File: config.mk
export PLATFORM = sky130hd
export DESIGN_NAME = cdrv_ctrl_top
export DESIGN_NICKNAME = d
export VERILOG_FILES = /design/src/rtl/cdrv_pkg.sv /design/src/rtl/cdrv_sync.sv /design/src/rtl/cdrv_shift.sv /design/src/rtl/cdrv_regs.sv /design/src/rtl/cdrv_ctrl_top.sv
export SDC_FILE = /design/constraint.sdc
export NUM_CORES = 1
export LEC_CHECK = 0
export ABC_CLOCK_PERIOD_IN_PS = 1950
export BUFFER_PORTS_ARGS = -buffer_cell sky130_fd_sc_hd__buf_2
export CELL_PAD_IN_SITES_DETAIL_PLACEMENT = 1
export CELL_PAD_IN_SITES_GLOBAL_PLACEMENT = 2
export CORE_ASPECT_RATIO = 2
export CORE_MARGIN = 5
export CORE_UTILIZATION = 40
export DETAILED_ROUTE_END_ITERATION = 8
export PLACE_DENSITY = 0.83
export REMOVE_ABC_BUFFERS = 1
export SKIP_CTS_REPAIR_TIMING = 1
export SLEW_MARGIN = 20
export SYNTH_ARGS = -nofsm -noshare
export SYNTH_HDL_FRONTEND = slang
export SYNTH_SLANG_ARGS = --single-unit
File: constraint.sdc
create_clock -name clk_i -period 1.95 [get_ports clk_i]
set_input_delay 0.195 -clock clk_i [delete_from_list [all_inputs] [get_ports clk_i]]
set_output_delay 0.195 -clock clk_i [all_outputs]
set_load 0.01 [all_outputs]
File: src/rtl/cdrv_pkg.sv
package cdrv_pkg;
  localparam int unsigned WORD_W = 16;
  localparam int unsigned ADDR_W = 3;
  localparam int unsigned RNG_W  = 4;

  // field positions, fixed by the host-side protocol
  localparam int unsigned ADDR_LSB = WORD_W - ADDR_W;  // 13
  localparam int unsigned EN_BIT   = 12;
  localparam int unsigned RSV_HI   = 11;
  localparam int unsigned RNG_LSB  = 7;
  localparam int unsigned RST_BIT  = 6;
  localparam int unsigned RSV_LO_W = 2;                // bits 1:0

  typedef struct packed {
    logic             en;
    logic [RNG_W-1:0] rng;
  } ctl_t;
endpackage

File: src/rtl/cdrv_sync.sv
module cdrv_sync #(
  parameter int unsigned W       = 1,
  parameter int unsigned STAGES  = 2,
  parameter logic [W-1:0] RST_VAL = '0
) (
  input  logic         clk_i,
  input  logic         rst_ni,
  input  logic [W-1:0] d_i,
  output logic [W-1:0] q_o
);
  logic [W-1:0] st_q [STAGES];

  for (genvar s = 0; s < STAGES; s++) begin : g_stage
    if (s == 0) begin : g_first
      always_ff @(posedge clk_i or negedge rst_ni)
        if (!rst_ni) st_q[s] <= RST_VAL;
        else         st_q[s] <= d_i;
    end else begin : g_next
      always_ff @(posedge clk_i or negedge rst_ni)
        if (!rst_ni) st_q[s] <= RST_VAL;
        else         st_q[s] <= st_q[s-1];
    end
  end

  assign q_o = st_q[STAGES-1];
endmodule

File: src/rtl/cdrv_shift.sv
module cdrv_shift
  import cdrv_pkg::*;
#(
  parameter int unsigned W = WORD_W
) (
  input  logic         clk_i,
  input  logic         rst_ni,
  input  logic         sclk_s_i,
  input  logic         cs_n_s_i,
  input  logic         sdi_s_i,
  output logic         word_vld_o,
  output logic [W-1:0] word_o
);
  localparam int unsigned CNT_W   = $clog2(W + 2);
  localparam logic [CNT_W-1:0] CNT_MAX = CNT_W'(W + 1);
  localparam logic [CNT_W-1:0] CNT_OK  = CNT_W'(W);

  logic             sclk_q, cs_q;
  logic             fall, cs_rise;
  logic [W-1:0]     sh_q;
  logic [CNT_W-1:0] cnt_q;

  assign fall    = sclk_q & ~sclk_s_i;
  assign cs_rise = ~cs_q & cs_n_s_i;

  always_ff @(posedge clk_i or negedge rst_ni) begin
    if (!rst_ni) begin
      sclk_q <= 1'b0;
      cs_q   <= 1'b1;
    end else begin
      sclk_q <= sclk_s_i;
      cs_q   <= cs_n_s_i;
    end
  end

  always_ff @(posedge clk_i or negedge rst_ni) begin
    if (!rst_ni) begin
      sh_q  <= '0;
      cnt_q <= '0;
    end else if (cs_n_s_i) begin
      cnt_q <= '0;
    end else if (fall) begin
      sh_q  <= {sh_q[W-2:0], sdi_s_i};
      cnt_q <= (cnt_q == CNT_MAX) ? cnt_q : cnt_q + 1'b1;
    end
  end

  always_ff @(posedge clk_i or negedge rst_ni) begin
    if (!rst_ni) begin
      word_vld_o <= 1'b0;
      word_o     <= '0;
    end else begin
      word_vld_o <= cs_rise && (cnt_q == CNT_OK);
      if (cs_rise) word_o <= sh_q;
    end
  end

  assert_idle_clr_R1: assert property (@(posedge clk_i) disable iff (!rst_ni)
    cs_n_s_i |=> (cnt_q == '0));
  assert_vld_framed_R1: assert property (@(posedge clk_i) disable iff (!rst_ni)
    word_vld_o |-> $past(!cs_q && cs_n_s_i));
endmodule

File: src/rtl/cdrv_regs.sv
module cdrv_regs
  import cdrv_pkg::*;
(
  input  logic              clk_i,
  input  logic              rst_ni,
  input  logic              word_vld_i,
  input  logic [WORD_W-1:0] word_i,
  input  logic [ADDR_W-1:0] addr_i,
  input  logic              hw_mode_i,
  input  logic              rst_pin_s_i,
  output ctl_t              ctl_o
);
  logic addr_hit, rsv_ok, accept, pin_rst;
  ctl_t ctl_q;

  assign addr_hit = (word_i[WORD_W-1:ADDR_LSB] == addr_i);
  assign rsv_ok   = !word_i[RSV_HI] && (word_i[RSV_LO_W-1:0] == '0);
  assign pin_rst  = !hw_mode_i && !rst_pin_s_i;
  assign accept   = word_vld_i && !hw_mode_i && !pin_rst && addr_hit && rsv_ok;

  always_ff @(posedge clk_i or negedge rst_ni) begin
    if (!rst_ni) begin
      ctl_q <= '0;
    end else if (pin_rst) begin
      ctl_q <= '0;
    end else if (accept) begin
      if (word_i[RST_BIT]) ctl_q <= '0;   // self-clearing reset command
      else begin
        ctl_q.en  <= word_i[EN_BIT];
        ctl_q.rng <= word_i[RNG_LSB +: RNG_W];
      end
    end
  end

  assign ctl_o = ctl_q;

  assert_rsv_hold_R3: assert property (@(posedge clk_i) disable iff (!rst_ni)
    (word_vld_i && !rsv_ok && !pin_rst) |=> $stable(ctl_q));
  assert_pin_zero_R7: assert property (@(posedge clk_i) disable iff (!rst_ni)
    pin_rst |=> (ctl_q == '0));
  assert_hw_keep_R9: assert property (@(posedge clk_i) disable iff (!rst_ni)
    (hw_mode_i && $past(hw_mode_i)) |-> $stable(ctl_q));
  assert_cmd_rst_R6: assert property (@(posedge clk_i) disable iff (!rst_ni)
    (accept && word_i[RST_BIT]) |=> (ctl_q == '0));
endmodule

File: src/rtl/cdrv_ctrl_top.sv
module cdrv_ctrl_top
  import cdrv_pkg::*;
(
  input  logic              clk_i,
  input  logic              rst_ni,
  input  logic              hw_mode_i,
  input  logic [ADDR_W-1:0] addr_i,
  input  logic              sclk_i,
  input  logic              cs_ni,
  input  logic              sdi_i,
  input  logic              rst_pin_ni,
  input  logic              clear_i,
  input  logic              en_pin_i,
  input  logic [RNG_W-1:0]  rng_pins_i,
  output logic              out_en_o,
  output logic [RNG_W-1:0]  range_o,
  output logic              clear_o
);
  logic [3:0]        raw_s;
  logic              word_vld;
  logic [WORD_W-1:0] word;
  ctl_t              ctl;

  // order: rst_pin, cs_n, sclk, sdi
  cdrv_sync #(.W(4), .STAGES(2), .RST_VAL(4'b1100)) u_sync (
    .clk_i (clk_i),
    .rst_ni(rst_ni),
    .d_i   ({rst_pin_ni, cs_ni, sclk_i, sdi_i}),
    .q_o   (raw_s)
  );

  cdrv_shift #(.W(WORD_W)) u_shift (
    .clk_i     (clk_i),
    .rst_ni    (rst_ni),
    .sclk_s_i  (raw_s[1]),
    .cs_n_s_i  (raw_s[2]),
    .sdi_s_i   (raw_s[0]),
    .word_vld_o(word_vld),
    .word_o    (word)
  );

  cdrv_regs u_regs (
    .clk_i      (clk_i),
    .rst_ni     (rst_ni),
    .word_vld_i (word_vld),
    .word_i     (word),
    .addr_i     (addr_i),
    .hw_mode_i  (hw_mode_i),
    .rst_pin_s_i(raw_s[3]),
    .ctl_o      (ctl)
  );

  assign out_en_o = hw_mode_i ? en_pin_i   : ctl.en;
  assign range_o  = hw_mode_i ? rng_pins_i : ctl.rng;
  assign clear_o  = out_en_o & clear_i;

  always_comb begin
    if (rst_ni && !clear_i) assert_clr_gate_R8: assert (!clear_o);
  end
  assert_sw_off_R4: assert property (@(posedge clk_i) disable iff (!rst_ni)
    (!hw_mode_i && !ctl.en) |-> !clear_o);
endmodule

Word-level counts from Yosys, hierarchy flattened. Index checks and enable logic that the tools add are counted. Widths: inputs -> output; s select.

Bits in registers: 53. Output and inout bits: 6. Word-level logic and storage cells: 45.

Add/sub/neg operators: 1. Equality and inequality tests: 4. Mux-type cells: 8. Bitwise operators: 6. Reductions and logical operators: 16.

Operator list (count): $mux 5 (6); $eq 5x5->1 const B (2); $logic_and 1x1->1 (7); $add 5x1->5 const B (1); $logic_not 1->1 (4); $mux 4 (1); $reduce_and 2->1 (2); $reduce_bool 2->1 (2); $and 1x1->1 (3); $eq 3x3->1 (1); $not 1->1 (3); $logic_not 2->1 (1); $ne 2x2->1 const B (1); $mux 1 (1).

Depth between registers and ports, before layout.
Depth in word-level cells: 8. Mapped depth: 5. Gate-level depth less buffers: 5.

By module. From an unflattened synthesis, not the netlist that was laid out.

Cell total of the unflattened synthesis: 153. Area total of the unflattened synthesis: 2248.4 um2.

By module, submodules not included: cdrv_shift (times used 1, cells each 106, area each 1645.3 um2, sequential area each 1002.2 um2); cdrv_regs (times used 1, cells each 29, area each 299.0 um2, sequential area each 125.1 um2); cdrv_sync (times used 1, cells each 12, area each 235.2 um2, sequential area each 205.2 um2); cdrv_ctrl_top (times used 1, cells each 6, area each 68.8 um2, sequential area each 0.0 um2).

Worst setup path before layout. No wires, ideal clock.

Path kind: register to register. Start point: register u_sync.st_q, in the netlist u_sync.q_o[2]. End point: register u_shift.word_o[10]. Setup time: 0.125 ns. Data arrival time: 1.376 ns. Setup slack: 0.449 ns. Stages on the path, launching flop included: 5. Path buffers: 2. Cells stage by stage: dfstp_2 clkbuf_2 and2b_1 buf_4 mux2_2.

Cells in the longest elaborated chain, start to end: 1.

RTL lines: start: declaration (line cdrv_sync.sv:11) `logic [W-1:0] st_q [STAGES];`; start signal: indexed assignment (line cdrv_sync.sv:21) `else st_q[s] <= st_q[s-1];`; $and 1x1->1 (line cdrv_shift.sv:24) `assign cs_rise = ~cs_q & cs_n_s_i;`; end signal: assignment (line cdrv_shift.sv:54) `if (cs_rise) word_o <= sh_q;`; end: declaration (line cdrv_shift.sv:12) `output logic [W-1:0] word_o`.

No other way between the ends. A chain may end at the register's enable or synchronous reset.

Final worst setup path.
Start point: register u_sync.st_q, in the netlist u_sync.q_o[2]. End point: register u_shift.word_o[1].

Same word-level chain as after synthesis.

==> results by group <==
Status
  • Outcome: finished with violations
  • Failing checks: hold timing

Pwr
  • Pint: 1.54 mW
  • Flop pwr share: 0.609
  • Power share of the clock group: 0.280
  • Worst ir drop on vdd: 0.583 mV
  • Leak: 1.06 nW
  • Sw Pwr: 484 µW
  • Power Density: 889 nW/µm²
  • Pwr Total: 2.02 mW
  • Net Sw Frac: 0.240
  • Logic pwr share: 0.112

Die
  • Std-Cell Rows: 36
  • Die height: 110 µm
  • Die X: 59.9 µm
  • CORE AREA: 4860 µm²
  • Die area: 6590 µm²
  • # IOs: 22
  • Initial Util: 0.410

Synth
  • Mapped Cells: 137
  • Xor and xnor area share after synthesis: 0.0263
  • Most common cell in the netlist: dfrtp_1
  • Synth cell types: 28
  • Top cells by count, synth: dfrtp_1 (44), mux2_2 (31), a21oi_1 (7)
  • Yosys warns: 0
  • Seq/Total Area, Yosys: 0.618
  • Predominant post-synthesis flop cell: dfrtp_1
  • Avg Synthesized Cell Area: 14.6 µm²
  • Synth area leaders: dfrtp_1 (55%), mux2_2 (17%), dfstp_2 (6.6%), nand4b_1 (2.2%), ha_1 (1.9%)
  • Post-synth top area share: 0.552
  • Post-synth EDFFs: 0
  • Simple-gate share of the synthesized area: 0.0922
  • Mux contribution to synthesized area: 0.191
  • #FFs+latches synth: 49
  • Largest family of logic cells by synthesized area: multiplexers
  • Adder-Cell Fraction of Synth Area: 0.0188
  • Synth area leader: dfrtp_1
  • Async S/R FF share, synth: 1.00
  • Compound-Gate Fraction of Synth Area: 0.0326
  • Post-synthesis cell area: 2000 µm²

CTS
  • Longest Clk Path Bufs: 2
  • Clock root buffer: clkbuf_8
  • Clk sinks: 49
  • TritonCTS Buffers: 5
  • Clock slew at reported path FFs: 0.09 ns
  • Clk_lat worst skew: 0.30 ns
  • H-tree depth: 2
  • CTS tree: yes

Timing
  • F_max: 0.618 GHz
  • Final period util: 0.830
  • RSZ-0062 raised after global routing: no
  • Count of pins over their slew limit: 0
  • Setup TNS: 0 ns
  • Final Worst Setup Slack: 0.331 ns
  • Max-slew headroom at the worst pin: 0.599
  • Layout Skew: 0.00842 ns
  • Setup violators final: 0
  • Final hold slack: -0.0239 ns
  • Tightest Pin Transition: 0.602 ns
  • Final hold vios: 27
  • Final min period: 1.62 ns

Critical path
  • Reg-to-reg setup timing slack: 0.33 ns
  • Worst r2r dst: u_shift.word_o[1]$_DFFE_PN0P_
  • Worst Path Arrival: 1.81 ns
  • R2R Path Start: u_sync.q_o[2]$_DFF_PN1_
  • WS Path Type: reg -> reg
  • Crit. End Element: register
  • Startpoint types: register
  • Reg2reg path depth: 2
  • CP max FO: 13
  • Required @ worst endpoint: 2.14 ns

Flow run
  • Max Cap Viol: 0

Final layout
  • Fillcell total: 523
  • Ant diodes: 0
  • Multi-input gate area: 721 µm²
  • Layout Nets: 185
  • Layout cells sized above 1: 0.401
  • Syn-to-layout area delta: 13.9%
  • Non-Filler Instances: 224
  • Register Area: 1230 µm²

Placement
  • Setup WS pre-CTS: 0.298 ns
  • Port bufs: 21
  • DP Cell Count: 212
  • Routability cong.: 0.748
  • DP Wirelength: 2790 µm

Global route
  • GRT overflow: 0
  • Vias in the first global route: 1268
  • Largest net degree at the start of global routing: 50
  • First-pass GRT wire length: 5830 µm
  • GRT Resource Usage Total: 0.120
  • Initial antenna violation count: 0

Routing
  • Mean routed wirelength per cell: 16.2 µm
  • DRT Pass-1 Iters: 3
  • Via/cell ratio: 5.12
  • Routed wire length: 3620 µm
  • Drt drc: 0
  • Drt initial violations: 9
  • Vias: 1147
  • Antenna viol nets, final: 0

Worst hold path
  • Hold Path Class: in -> async
==> kinds of logic (layout without fill, tap and decap cells) <==
kind of cell | after synthesis | count (layout)
fa+ha+maj | 3 | 3
flops | 49 | 49
compound gates | 13 | 13
simple gates | 25 | 25
mux | 34 | 34
buf+inv | 7 | 37
xor+xnor | 6 | 6
==> sequential cells by signal (all words and copies together), names as in the netlist <==
register            cells
u_sync.st_q             4
u_shift.sh_q           16
u_shift.cnt_q           5
u_regs.ctl_o            5
u_shift.cs_q            1
u_shift.word_o         12
u_shift.sclk_q          1
u_shift.word_vld_o      1
u_sync.q_o              4
==> worst max-delay path: stages (launching register included) <==
cell     delay, ns
dfstp_2       0.63
and2b_1       0.48
mux2_2        0.40
==> power groups by stage <==
| stage | Sequential, mW | Clock, mW | Combinational (mW) |
|---|---|---|---|
| final | 1.23 | 0.566 | 0.225 |
| after floorplan | 1.22 | 0 | 0.156 |
| after CTS | 1.23 | 0.595 | 0.227 |
| after global placement | 1.24 | 0 | 0.211 |
| after global routing | 1.25 | 0.630 | 0.250 |
| after detailed placement | 1.25 | 0 | 0.226 |
==> routing by layer <==
metal | global-route usage | share of wire | vias up
li1 | - | - | 535
met1 | 0.114 | 0.34 | 584
met2 | 0.230 | 0.59 | 23
met3 | 0.0247 | 0.044 | 5
met4 | 0.0555 | 0.019 | 0
met5 | 0 | 0 | -
==> cells in the final DEF (no fill, tap or decap), drive strengths merged <==
cell type / synthesis / layout
a21oi: 7 / 7
and2: 1 / 1
and2b: 1 / 1
and3: 2 / 2
and3b: 1 / 1
buf: 3 / 22
clkbuf: 1 / 7
clkinvlp: 0 / 1
dfrtp: 44 / 44
dfstp: 5 / 5
dlygate4sd3: 0 / 4
ha: 3 / 3
inv: 3 / 3
mux2: 33 / 33
mux2i: 1 / 1
nand2b: 2 / 2
nand3: 3 / 3
nand3b: 1 / 1
nand4b: 5 / 5
nor2: 6 / 6
nor3b: 1 / 1
nor4: 1 / 1
o21ai: 6 / 6
or4: 1 / 1
xnor2: 4 / 4
xor2: 2 / 2
==> stage by stage <==
stage / cell area, µm² / util
global placement: 2150 / 0.442
CTS: 2230 / 0.459
detailed placement: 2150 / 0.442
floorplan: 1960 / -
global route: 2270 / 0.467
finish: 2270 / 0.467
==> area by class of cell <==
class                      instances  area share
clock buffer                       7      0.0336
clock inverter                     1     0.00330
inverter                           3     0.00496
multi-input combinational         81       0.317
sequential                        49       0.542
tap                               57      0.0314
timing repair buffer              26      0.0672
==> worst max-delay path by stage <==
| stage | startpoint | endpoint | cells after the start |
|---|---|---|---|
| 2_1_floorplan | u_sync.q_o[2]$_DFF_PN1_ | u_shift.word_o[0]$_DFFE_PN0P_ | 2 |
| 3_3_place_gp | u_sync.q_o[2]$_DFF_PN1_ | u_shift.word_o[15]$_DFFE_PN0P_ | 2 |
| 3_5_place_dp | u_sync.q_o[2]$_DFF_PN1_ | u_shift.word_o[1]$_DFFE_PN0P_ | 2 |
| 4_1_cts | u_sync.q_o[2]$_DFF_PN1_ | u_shift.word_o[1]$_DFFE_PN0P_ | 2 |
| 5_1_grt | u_sync.q_o[2]$_DFF_PN1_ | u_shift.word_o[10]$_DFFE_PN0P_ | 2 |
| 6_report | u_sync.q_o[2]$_DFF_PN1_ | u_shift.word_o[1]$_DFFE_PN0P_ | 2 |
Power figures use the tool's default switching activity.
